[src/rtl/rnf_pkg.sv]
package rnf_pkg;

    typedef enum logic [2:0] {
        ST_IDLE = 3'd0,
        ST_RUN  = 3'd1,
        ST_BLK  = 3'd2,
        ST_UNB  = 3'd3,
        ST_SQ   = 3'd4,
        ST_SER  = 3'd5
    } rn_state_e;

    // Flag bits carried under the tag in every buffered entry
    localparam int FLAG_W   = 3;
    localparam int F_SB     = 2;   // wait for empty back end before issue
    localparam int F_SA     = 1;   // next instruction must wait
    localparam int F_DONE   = 0;   // serialization already handled

    function automatic int skid_cap(input int exe_dly, input int dec_w, input int ren_w);
        return 2 * (exe_dly * dec_w) + ren_w;
    endfunction

endpackage

[src/rtl/rnf_skid.sv]
module rnf_skid #(
    parameter int DEPTH = 5,
    parameter int DW    = 11,
    localparam int PW   = (DEPTH > 1) ? $clog2(DEPTH) : 1,
    localparam int CW   = $clog2(DEPTH + 1)
) (
    input  logic          clk,
    input  logic          rst_n,
    input  logic          flush,
    input  logic          pop,
    input  logic          push_back,
    input  logic [DW-1:0] push_back_data,
    input  logic          push_front,
    input  logic [DW-1:0] push_front_data,
    output logic [DW-1:0] head_data,
    output logic [CW-1:0] level,
    output logic          ovf
);

    typedef struct packed {
        logic [PW-1:0] head;
        logic [PW-1:0] tail;
        logic [CW-1:0] cnt;
    } ptr_t;

    ptr_t          ptr_d, ptr_q;
    logic [DW-1:0] mem_d [DEPTH];
    logic [DW-1:0] mem_q [DEPTH];

    function automatic logic [PW-1:0] wrap_inc(input logic [PW-1:0] p);
        return (int'(p) == DEPTH - 1) ? '0 : p + 1'b1;
    endfunction

    function automatic logic [PW-1:0] wrap_dec(input logic [PW-1:0] p);
        return (p == '0) ? PW'(DEPTH - 1) : p - 1'b1;
    endfunction

    logic do_pop, do_pf, do_pb;
    int   room;

    always_comb begin
        ptr_d = ptr_q;
        mem_d = mem_q;
        do_pop = pop && (ptr_q.cnt != '0);
        room   = DEPTH - int'(ptr_q.cnt) + (do_pop ? 1 : 0);
        do_pf  = push_front && (room >= 1);
        do_pb  = push_back && (room >= 1 + (do_pf ? 1 : 0));
        ovf    = (push_front && !do_pf) || (push_back && !do_pb);

        if (do_pop) begin
            ptr_d.head = wrap_inc(ptr_q.head);
        end
        if (do_pf) begin
            ptr_d.head = wrap_dec(ptr_d.head);
            mem_d[ptr_d.head] = push_front_data;
        end
        if (do_pb) begin
            mem_d[ptr_q.tail] = push_back_data;
            ptr_d.tail = wrap_inc(ptr_q.tail);
        end
        ptr_d.cnt = CW'(int'(ptr_q.cnt) + (do_pf ? 1 : 0) + (do_pb ? 1 : 0) - (do_pop ? 1 : 0));

        if (flush) begin
            ptr_d = '0;
            ovf   = 1'b0;
        end
    end

    always_ff @(posedge clk) begin
        if (!rst_n) begin
            ptr_q <= '0;
        end else begin
            ptr_q <= ptr_d;
        end
        mem_q <= mem_d;
    end

    assign head_data = mem_q[ptr_q.head];
    assign level     = ptr_q.cnt;

    // occupancy never exceeds the capacity
    p_level_cap_r10: assert property (@(posedge clk) disable iff (!rst_n)
        int'(ptr_q.cnt) <= DEPTH);

    // a flush leaves the buffer empty
    p_flush_clears_r2: assert property (@(posedge clk) disable iff (!rst_n)
        flush |=> (ptr_q.cnt == '0));

endmodule

[src/rtl/rnf_ctl.sv]
module rnf_ctl
    import rnf_pkg::*;
#(
    parameter int ID_W = 8,
    parameter int CW   = 3,
    localparam int EW  = ID_W + FLAG_W
) (
    input  logic            clk,
    input  logic            rst_n,
    input  logic            squash_req,
    input  logic            be_squashing,
    input  logic            exe_stall,
    input  logic            cmt_stall,
    input  logic            res_ok,
    input  logic            rob_empty,
    input  logic            inflight_zero,
    input  logic            in_valid,
    input  logic [ID_W-1:0] in_id,
    input  logic            in_ser_before,
    input  logic            in_ser_after,
    input  logic [EW-1:0]   skid_head,
    input  logic [CW-1:0]   skid_level,
    input  logic            skid_ovf,
    output logic            skid_flush,
    output logic            skid_pop,
    output logic            skid_pb,
    output logic [EW-1:0]   skid_pb_data,
    output logic            skid_pf,
    output logic [EW-1:0]   skid_pf_data,
    output rn_state_e       state,
    output logic            out_valid,
    output logic [ID_W-1:0] out_id,
    output logic            dec_block,
    output logic            dec_unblock,
    output logic            err
);

    typedef struct packed {
        rn_state_e       st;
        logic [EW-1:0]   hold;
        logic            pend;
        logic            ov;
        logic [ID_W-1:0] oid;
        logic            blk;
        logic            unblk;
        logic            err;
    } ctl_t;

    ctl_t ctl_d, ctl_q;

    logic          drained;
    logic          stall;
    logic          run_step;
    rn_state_e     eff;
    logic          src_valid;
    logic [EW-1:0] src;
    logic [EW-1:0] in_entry;
    logic          want_sb;
    int            left;

    assign drained  = rob_empty && inflight_zero;
    assign stall    = exe_stall || cmt_stall;
    assign in_entry = {in_id, in_ser_before, in_ser_after, 1'b0};

    always_comb begin
        ctl_d       = ctl_q;
        ctl_d.ov    = 1'b0;
        ctl_d.oid   = '0;
        ctl_d.blk   = 1'b0;
        ctl_d.unblk = 1'b0;
        skid_flush   = 1'b0;
        skid_pop     = 1'b0;
        skid_pb      = 1'b0;
        skid_pb_data = in_entry;
        skid_pf      = 1'b0;
        skid_pf_data = ctl_q.hold | EW'(1 << F_DONE);
        run_step  = 1'b0;
        eff       = ctl_q.st;
        src_valid = 1'b0;
        src       = in_entry;
        want_sb   = 1'b0;
        left      = 0;

        if (squash_req) begin
            if (ctl_q.st inside {ST_BLK, ST_UNB, ST_SER}) ctl_d.unblk = 1'b1;
            ctl_d.st   = ST_SQ;
            ctl_d.pend = 1'b0;
            ctl_d.hold = '0;
            skid_flush = 1'b1;
        end else if (be_squashing) begin
            ctl_d.st   = ST_SQ;
            ctl_d.pend = 1'b0;
            skid_flush = 1'b1;
        end else if (stall) begin
            skid_pb = in_valid;
            if (!(ctl_q.st inside {ST_BLK, ST_UNB})) ctl_d.blk = 1'b1;
            if (ctl_q.st != ST_SER) ctl_d.st = ST_BLK;
        end else begin
            unique case (ctl_q.st)
                ST_BLK: begin eff = ST_UNB; run_step = 1'b1; end
                ST_SQ:  begin eff = ST_RUN; run_step = 1'b1; end
                ST_SER: begin
                    skid_pb = in_valid;
                    if (drained) begin
                        skid_pf  = 1'b1;
                        ctl_d.st = ST_UNB;
                    end
                end
                default: run_step = 1'b1;
            endcase
        end

        if (run_step) begin
            ctl_d.st = eff;
            if (eff == ST_UNB) begin
                src_valid = (skid_level != '0);
                src       = skid_head;
                skid_pb   = in_valid;
            end else begin
                src_valid = in_valid;
                src       = in_entry;
            end

            if (src_valid) begin
                if (!res_ok) begin
                    if (eff != ST_UNB) begin
                        skid_pb   = in_valid;
                        ctl_d.blk = 1'b1;
                    end
                    ctl_d.st = ST_BLK;
                end else begin
                    want_sb    = src[F_SB] || (ctl_q.pend && !drained);
                    ctl_d.pend = 1'b0;
                    skid_pop   = (eff == ST_UNB);
                    if (want_sb && !src[F_DONE]) begin
                        ctl_d.st   = ST_SER;
                        ctl_d.hold = src;
                        ctl_d.blk  = 1'b1;
                    end else begin
                        ctl_d.ov  = 1'b1;
                        ctl_d.oid = src[EW-1:FLAG_W];
                        if (src[F_SA] && !src[F_DONE]) ctl_d.pend = 1'b1;
                        if (eff == ST_IDLE) ctl_d.st = ST_RUN;
                    end
                end
            end

            if (ctl_d.st == ST_UNB) begin
                left = int'(skid_level) - (skid_pop ? 1 : 0) + (skid_pb ? 1 : 0);
                if (left == 0) begin
                    ctl_d.st    = ST_RUN;
                    ctl_d.unblk = 1'b1;
                end
            end
        end

        if (skid_ovf) ctl_d.err = 1'b1;
    end

    always_ff @(posedge clk) begin
        if (!rst_n) begin
            ctl_q    <= '0;
            ctl_q.st <= ST_IDLE;
        end else begin
            ctl_q <= ctl_d;
        end
    end

    assign state       = ctl_q.st;
    assign out_valid   = ctl_q.ov;
    assign out_id      = ctl_q.oid;
    assign dec_block   = ctl_q.blk;
    assign dec_unblock = ctl_q.unblk;
    assign err         = ctl_q.err;

    // squash always lands in the squashing state
    p_squash_enters_r2: assert property (@(posedge clk) disable iff (!rst_n)
        squash_req |=> (ctl_q.st == ST_SQ));

    // squash out of a held state releases decode
    p_squash_release_r2: assert property (@(posedge clk) disable iff (!rst_n)
        (squash_req && (ctl_q.st inside {ST_BLK, ST_UNB, ST_SER})) |=> ctl_q.unblk);

    // no repeated block pulse while decode already sees the stage held
    p_block_silent_r4: assert property (@(posedge clk) disable iff (!rst_n)
        (stall && !squash_req && !be_squashing && (ctl_q.st inside {ST_BLK, ST_UNB}))
        |=> !ctl_q.blk);

    // a stall never leaves serialize-wait for blocked
    p_ser_kept_r4: assert property (@(posedge clk) disable iff (!rst_n)
        (stall && !squash_req && !be_squashing && (ctl_q.st == ST_SER))
        |=> (ctl_q.st == ST_SER));

    // nothing issues while waiting on a serializing instruction
    p_ser_no_issue_r7: assert property (@(posedge clk) disable iff (!rst_n)
        (ctl_q.st == ST_SER) |-> !ctl_q.ov);

    // block and release pulses never coincide
    p_pulse_excl_r5: assert property (@(posedge clk) disable iff (!rst_n)
        !(ctl_q.blk && ctl_q.unblk));

endmodule

[src/rtl/rename_flow_ctl.sv]
module rename_flow_ctl
    import rnf_pkg::*;
#(
    parameter int ID_W    = 8,
    parameter int EXE_DLY = 2,
    parameter int DEC_W   = 1,
    parameter int REN_W   = 1,
    localparam int DEPTH  = skid_cap(EXE_DLY, DEC_W, REN_W),
    localparam int CW     = $clog2(DEPTH + 1),
    localparam int EW     = ID_W + FLAG_W
) (
    input  logic            clk,
    input  logic            rst_n,
    input  logic            squash_req,
    input  logic            be_squashing,
    input  logic            exe_stall,
    input  logic            cmt_stall,
    input  logic            res_ok,
    input  logic            rob_empty,
    input  logic            inflight_zero,
    input  logic            in_valid,
    input  logic [ID_W-1:0] in_id,
    input  logic            in_ser_before,
    input  logic            in_ser_after,
    output logic            out_valid,
    output logic [ID_W-1:0] out_id,
    output logic            dec_block,
    output logic            dec_unblock,
    output logic [2:0]      fsm_state,
    output logic [CW-1:0]   skid_level,
    output logic            skid_overflow
);

    logic          sk_flush, sk_pop, sk_pb, sk_pf, sk_ovf;
    logic [EW-1:0] sk_pb_data, sk_pf_data, sk_head;
    rn_state_e     st;

    rnf_skid #(.DEPTH(DEPTH), .DW(EW)) u_skid (
        .clk             (clk),
        .rst_n           (rst_n),
        .flush           (sk_flush),
        .pop             (sk_pop),
        .push_back       (sk_pb),
        .push_back_data  (sk_pb_data),
        .push_front      (sk_pf),
        .push_front_data (sk_pf_data),
        .head_data       (sk_head),
        .level           (skid_level),
        .ovf             (sk_ovf)
    );

    rnf_ctl #(.ID_W(ID_W), .CW(CW)) u_ctl (
        .clk           (clk),
        .rst_n         (rst_n),
        .squash_req    (squash_req),
        .be_squashing  (be_squashing),
        .exe_stall     (exe_stall),
        .cmt_stall     (cmt_stall),
        .res_ok        (res_ok),
        .rob_empty     (rob_empty),
        .inflight_zero (inflight_zero),
        .in_valid      (in_valid),
        .in_id         (in_id),
        .in_ser_before (in_ser_before),
        .in_ser_after  (in_ser_after),
        .skid_head     (sk_head),
        .skid_level    (skid_level),
        .skid_ovf      (sk_ovf),
        .skid_flush    (sk_flush),
        .skid_pop      (sk_pop),
        .skid_pb       (sk_pb),
        .skid_pb_data  (sk_pb_data),
        .skid_pf       (sk_pf),
        .skid_pf_data  (sk_pf_data),
        .state         (st),
        .out_valid     (out_valid),
        .out_id        (out_id),
        .dec_block     (dec_block),
        .dec_unblock   (dec_unblock),
        .err           (skid_overflow)
    );

    assign fsm_state = st;

endmodule

[config.mk]
export PLATFORM = sky130hd
export DESIGN_NAME = rename_flow_ctl
export DESIGN_NICKNAME = d
export VERILOG_FILES = /design/src/rtl/rnf_pkg.sv /design/src/rtl/rnf_skid.sv /design/src/rtl/rnf_ctl.sv /design/src/rtl/rename_flow_ctl.sv
export SDC_FILE = /design/constraint.sdc
export NUM_CORES = 1
export LEC_CHECK = 0
export ABC_AREA = 0
export BUFFER_PORTS_ARGS = -buffer_cell sky130_fd_sc_hd__buf_4
export CORE_MARGIN = 10
export CORE_UTILIZATION = 61
export CTS_CLUSTER_DIAMETER = 200
export CTS_CLUSTER_SIZE = 25
export DETAILED_ROUTE_END_ITERATION = 8
export GPL_TIMING_DRIVEN = 0
export PLACE_DENSITY_LB_ADDON = 0.1
export SLEW_MARGIN = 20
export SYNTH_ARGS = -nofsm -noshare
export SYNTH_HDL_FRONTEND = slang
export SYNTH_SLANG_ARGS = --single-unit
[constraint.sdc]
create_clock -name clk -period 6.8 [get_ports clk]
set_input_delay 1.02 -clock clk [delete_from_list [all_inputs] [get_ports clk]]
set_output_delay 1.02 -clock clk [all_outputs]
set_load 0.02 [all_outputs]
## Word level (Yosys, flattened, before mapping)

Index checks and enable logic that the tools add are counted.

| operators by class | value |
|---|---|
| eq/ne operators | 11 |
| $add $sub $neg | 11 |
| reductions and logical operators | 29 |
| muxes and demuxes | 87 |
| bitwise gates (word level) | 4 |
| order comparisons | 7 |

Operators with widths:

| operator | count |
|---|---|
| 55-bit bitwise mux | 2 |
| 55-bit two-way mux | 2 |
| 11-bit two-way mux | 8 |
| 11-bit demux with 3-bit select | 2 |
| 32-bit adder | 2 |
| 3-bit two-way mux | 19 |
| 25-bit two-way mux | 2 |
| 1-bit two-way mux | 47 |
| 11-bit binary-select mux with 3-bit select | 1 |
| 2-bit by 32-bit adder with 32-bit output, first input constant | 1 |
| 32-bit by 2-bit >= comparator with 1-bit output, second input constant | 1 |
| 32-bit >= comparator | 1 |
| 32-bit zero test | 1 |
| 4-bit by 32-bit subtractor with 32-bit output | 1 |
| 26-bit two-way mux | 1 |
| 21-bit two-way mux | 1 |
| 3-bit by 2-bit == test with 1-bit output, second input constant | 4 |
| 3-bit == test, second input constant | 4 |
| 4-bit >= comparator, second input constant | 3 |
| 3-bit NOT with 4-bit output | 3 |
| 1-bit logical AND | 11 |
| 10-bit two-way mux | 1 |
| 5-bit nonzero test | 2 |
| 4-bit by 1-bit less-than comparator with 1-bit output, second input constant | 2 |
| other kinds (18) | 27 |

| word-level totals | value |
|---|---|
| register bits | 91 |
| input bits | 20 |

## Logic depth before layout (Yosys ltp)

| logic depth | value |
|---|---|
| word-level depth | 24 |
| depth in mapped cells | 21 |
| depth with buffers taken out | 19 |

## By module

Synthesis repeated with hierarchy kept, for this count alone.

| unflattened totals | value |
|---|---|
| cells, all modules | 636 |
| area total of the unflattened synthesis | 5462.7 sq um |

Modules (own cells, without submodules):

| module | sequential area each (sq um) | area each (sq um) | cells each | instances |
|---|---|---|---|---|
| rnf_skid | 1281.2 | 3611.0 | 428 | 1 |
| rnf_ctl | 520.5 | 1851.8 | 208 | 1 |

## Worst setup path after synthesis

OpenSTA, ideal clock, no wires.

| timing path | value |
|---|---|
| path kind | in2reg |
| start | input be_squashing |
| end | register u_skid.ptr_q, in the netlist u_skid.level[1] |
| library setup time | 0.115 ns |
| slack | 1.363 ns |
| required time | 6.685 ns |
| cell stages on the path | 18 |
| path buffers | 0 |
| arrival | 5.321 ns |
| cell sequence | or4_4 > nor3_4 > ha_1 > nand3_1 > ha_1 > or4b_1 > a211oi_2 > a211oi_1 > inv_1 > ha_1 > nand2b_1 > a21oi_1 > a211oi_2 > inv_2 > fa_1 > inv_1 > fa_1 > and3_1 |

| between the ends | value |
|---|---|
| cells in the longest elaborated chain, start to end | 20 |
| elaborated cells on any way between the ends | 38 |

Ends and longest elaborated chain:

| what | RTL line | text |
|---|---|---|
| from (decl) | rename_flow_ctl.sv:15 | `input logic be_squashing,` |
| 3-bit two-way mux | rnf_ctl.sv:90 | `end else if (be_squashing) begin` |
| 3-bit two-way mux | rnf_ctl.sv:84 | `if (squash_req) begin` |
| 3-bit by 2-bit == test with 1-bit output | rnf_ctl.sv:115, rnf_ctl.sv:134 |  |
| 1-bit two-way mux | rnf_ctl.sv:115 | `if (eff == ST_UNB) begin` |
| 1-bit two-way mux | rnf_ctl.sv:113 | `if (run_step) begin` |
| 1-bit two-way mux | rnf_ctl.sv:124 | `if (src_valid) begin` |
| 1-bit two-way mux (2 in a row) | rnf_ctl.sv:113 |  |
| 1-bit logical AND | rnf_skid.sv:44 | `do_pop = pop && (ptr_q.cnt != '0);` |
| [3 not listed] | n/a |  |
| 1-bit logical AND | rnf_skid.sv:46 | `do_pf = push_front && (room >= 1);` |
| 1-bit two-way mux | rnf_skid.sv:47, rnf_skid.sv:61 |  |
| 2-bit by 32-bit adder with 32-bit output | rnf_skid.sv:47 | `do_pb = push_back && (room >= 1 + (do_pf ? 1 : 0));` |
| 32-bit >= comparator | rnf_skid.sv:47 |  |
| 1-bit logical AND | rnf_skid.sv:47 |  |
| 1-bit two-way mux | rnf_skid.sv:61 | `ptr_d.cnt = CW'(int'(ptr_q.cnt) + (do_pf ? 1 : 0) + (do_pb ? 1 : 0) - (do_pop ? 1 : 0));` |
| 3-bit adder | rnf_skid.sv:61 |  |
| 3-bit subtractor | rnf_skid.sv:61 |  |
| to (signal assigned) | rnf_skid.sv:73 | `ptr_q <= ptr_d;` |
| to (decl) | rnf_skid.sv:26 | `ptr_t ptr_d, ptr_q;` |

Several ways; a longest one is shown, not always the timed one. The select of a mux whose other input is x is not followed.
A chain may end at the register's enable or synchronous reset.

==> run metrics <==
Post-synth EDFFs 0; Synth async-reset ratio 0%; Main synth FF type dfxtp_1; H-Tree Level Count 3; Fillers 670; P&R area growth vs syn 11.1%; crit share post-route between 80% and 90%; io pins 38; critical path cell sequence buf_4, or4_4, nor3_4, ha_1, nand3_1, ha_1, or4b_1, a211oi_2, a211oi_1, inv_1, ha_1, nand2b_1, a21oi_1, a211oi_2, inv_2, or4_1, clkbuf_1, nor2_1, a31oi_1; min Tclk post-route 5790 ps; Remaining Overflow, GRT 0; vias in the first global route roughly 4600; run status finished, final reports clean; Rows 33; DRC viols 0; buffers added on ports 36; nets ~700; Yosys warnings 0; RR Endpoint u_skid.mem_q[48]; drt pass-1 iters 6; syn nets between 600 and 700; DR iter-0 viols between 500 and 600; CP bufs+invs 4; Slowest Stage Delay on Critical Path 590 ps; most frequent CP cell ha_1; post-layout worst setup margin just over 1000 ps; first-pass GRT wire length between 20000 and 25000 microns; Total GRT Usage between 20% and 30%; Num CTS Buffers 9; Routed wire per std cell around 18 microns; worst min path class reg2reg; delay-heaviest family, CP simple AND/OR/NAND/NOR gates; Die Ht 113 microns; CTS max path bufs 2; via count of the routed design between 4000 and 5000; core area just over 8000 sq um; drt via density between 6 and 7; DP Worst Slack about 700 ps; RSZ-0062 raised after global routing false; Inst Count DP ~760; worst clock skew 10.3 ps; Hold Path Origin u_ctl.ctl_q[12]; Max Clock Freq about 170 MHz; mapped cell area ~5300 sq um; fin. max-slew vios 0; Worst-Skew Late Latency between 300 and 400 ps; initial antenna violation count 0; synthesized flop and latch total 90; pwr/cell area between 150 and 200 nW/um^2; Final setup violation count 0; Post-CTS Setup Inserts 0; Synth area leaders dfxtp_1 34%, nor2_1 6.1%, ha_1 5.5%, mux2i_1 4.6%, mux4_2 3.8%; CTS resizes 0; storage element area 1800 sq um; Synth top area share 34.2%; reg2reg path depth 20; Fin Setup TNS 0 ps; critical setup path kind in2reg; CP max stage cell or4_4; DRT antenna net count 0; worst slew pin tran about 1000 ps; Critical R2R Launch u_ctl.state[1]; Crit path required time between 7000 and 8000 ps; post-detail-place hpwl between 10000 and 15000 microns; Slew HR between 30% and 40%; Starting Density 63.6%; final WL 14100 microns; die area between 10000 and 15000 sq um; clk root buf clkbuf_8; CTS tree yes; multi-input logic area roughly 3100 sq um; layout cells sized above 1 approximately 16%; type of destination of the critical path flop; antenna cells 0; Yosys top cell by area dfxtp_1; maximum vdd drop between 0.0001 and 0.00015 V; number of max-cap violations 0; Post-CTS Hold Fix Bufs 0; Clock transition at path regs roughly 100 ps; synthesized instance count 615; GPL Wtd Cong slightly above 0.9; Synth cell types 65; Worst Path Arrival 6010 ps; crit path max fanout 10; clk sinks 90; Pleak around 2.4 nW; WHS Path Cells 2; Fin. Hold Viols 0; Non-Filler Instances slightly below 800; R2R Setup Slk between 1000 and 1500 ps; worst hold margin 463 ps; worst hold endpoint u_ctl.ctl_q[12]; Die X roughly 110 microns; sequential area share after synthesis between 30% and 40%; post-synthesis average cell area 8.58 sq um; largest net degree at the start of global routing 18; Worst setup SP type primary input
worst max path at each step:
| stage | from | end | slack [ps] | depth (start not counted) |
|---|---|---|---|---|
| 2_1_floorplan | be_squashing | u_skid.level[1] | 1360 | 18 |
| 3_3_place_gp | be_squashing | u_skid.level[1] | 800 | 19 |
| 3_5_place_dp | be_squashing | u_skid.level[1] | 680 | 19 |
| 4_1_cts | be_squashing | u_skid.level[1] | 1050 | 19 |
| 5_1_grt | be_squashing | u_skid.mem_q[36] | 710 | 19 |
| 6_report | be_squashing | u_skid.mem_q[48] | 1010 | 19 |
placed cells by master (no fill, tap or decap), drive strengths merged, types with 6 or more instances in the layout:
master,synthesis,layout
a21oi,37,37
or4,6,6
clkbuf,32,41
mux2i,25,25
ha,23,23
nand3,37,37
and3b,11,11
nand2,25,25
mux4,9,9
a31oi,32,32
o21ai,46,46
dfxtp,90,90
inv,25,29
nor2,86,86
a221o,9,9
buf,26,62
o21a,15,15
a211oi,7,7
worst register-to-register path, delay by kind of cell, from the launching register on:
kind | cells | cell delay [ps]
simple gates | 7 | 1960
compound gates | 5 | 1170
buf+inv | 5 | 1110
fa+ha+maj | 3 | 680
flops | 1 | 340
logic make-up after synthesis:
kind of cell               Yosys count  synth area share (%)
and+or+nand+nor                    198                  18.7
adders and majority gates           26                  6.59
buffers and inverters               83                  7.47
AOI/OAI and AO/OA                  178                  23.3
xor gates and xnor gates             3                 0.498
muxes                               37                  9.30
DFF                                 90                  34.2
state kept, by name (all words and copies together) (netlist names):
register and cells:
u_ctl.skid_pf_data 10, u_skid.level 3, u_ctl.out_valid 1, u_ctl.dec_unblock 1
u_ctl.dec_block 1, u_ctl.ctl_q 1, u_ctl.state 3, u_skid.mem_q 55
u_ctl.out_id 8, u_skid.ptr_q 6, u_ctl.err 1
power breakdown:
part           leakage, nW  total [mW]  internal (mW)  switching, mW
Combinational         1.58      0.0980         0.0466         0.0514
Sequential           0.734       0.567          0.552         0.0149
Clock               0.0925       0.347          0.139          0.208
cells in the mapped netlist (all sizes together) (4+ instances only):
library cell / number
a211oi: 7
a21boi: 5
a21oi: 37
a221o: 9
a31oi: 32
and3: 4
and3b: 11
buf: 26
clkbuf: 32
dfxtp: 90
ha: 23
inv: 25
mux2i: 25
mux4: 9
nand2: 25
nand2b: 5
nand3: 37
nand3b: 4
nor2: 86
nor2b: 4
nor3: 4
o211ai: 4
o21a: 15
o21ai: 46
or4: 6
per-layer routing:
metal / vias up / track usage [%] / wire length, microns
met2: 255 / 34.0 / 6270
met4: 0 / 5.92 / 196
met5: - / 0 / 0
li1: 2320 / - / -
met3: 27 / 5.28 / 1490
met1: 2262 / 29.8 / 6120
through the flow:
step | area [sq um] | power [mW] | util [%]
after global routing | 5860 | 1.05 | 70.6
after floorplan | 5280 | 0.635 | -
final | 5860 | 1.01 | 70.6
after global placement | 5680 | 0.668 | 68.4
after detailed placement | 5680 | 0.674 | 68.4
after CTS | 5860 | 1.01 | 70.6
layout make-up:
class | count | share of cell area, %
Buffer | 58 | 5.12
Timing Repair Buffer | 36 | 4.61
Clock inverter | 7 | 1.00
Tap cell | 105 | 2.24
Multi-Input combinational cell | 442 | 52.6
Clock buffer | 9 | 2.11
Inverter | 25 | 1.60
Sequential cell | 90 | 30.7
Power figures use the tool's default switching activity.
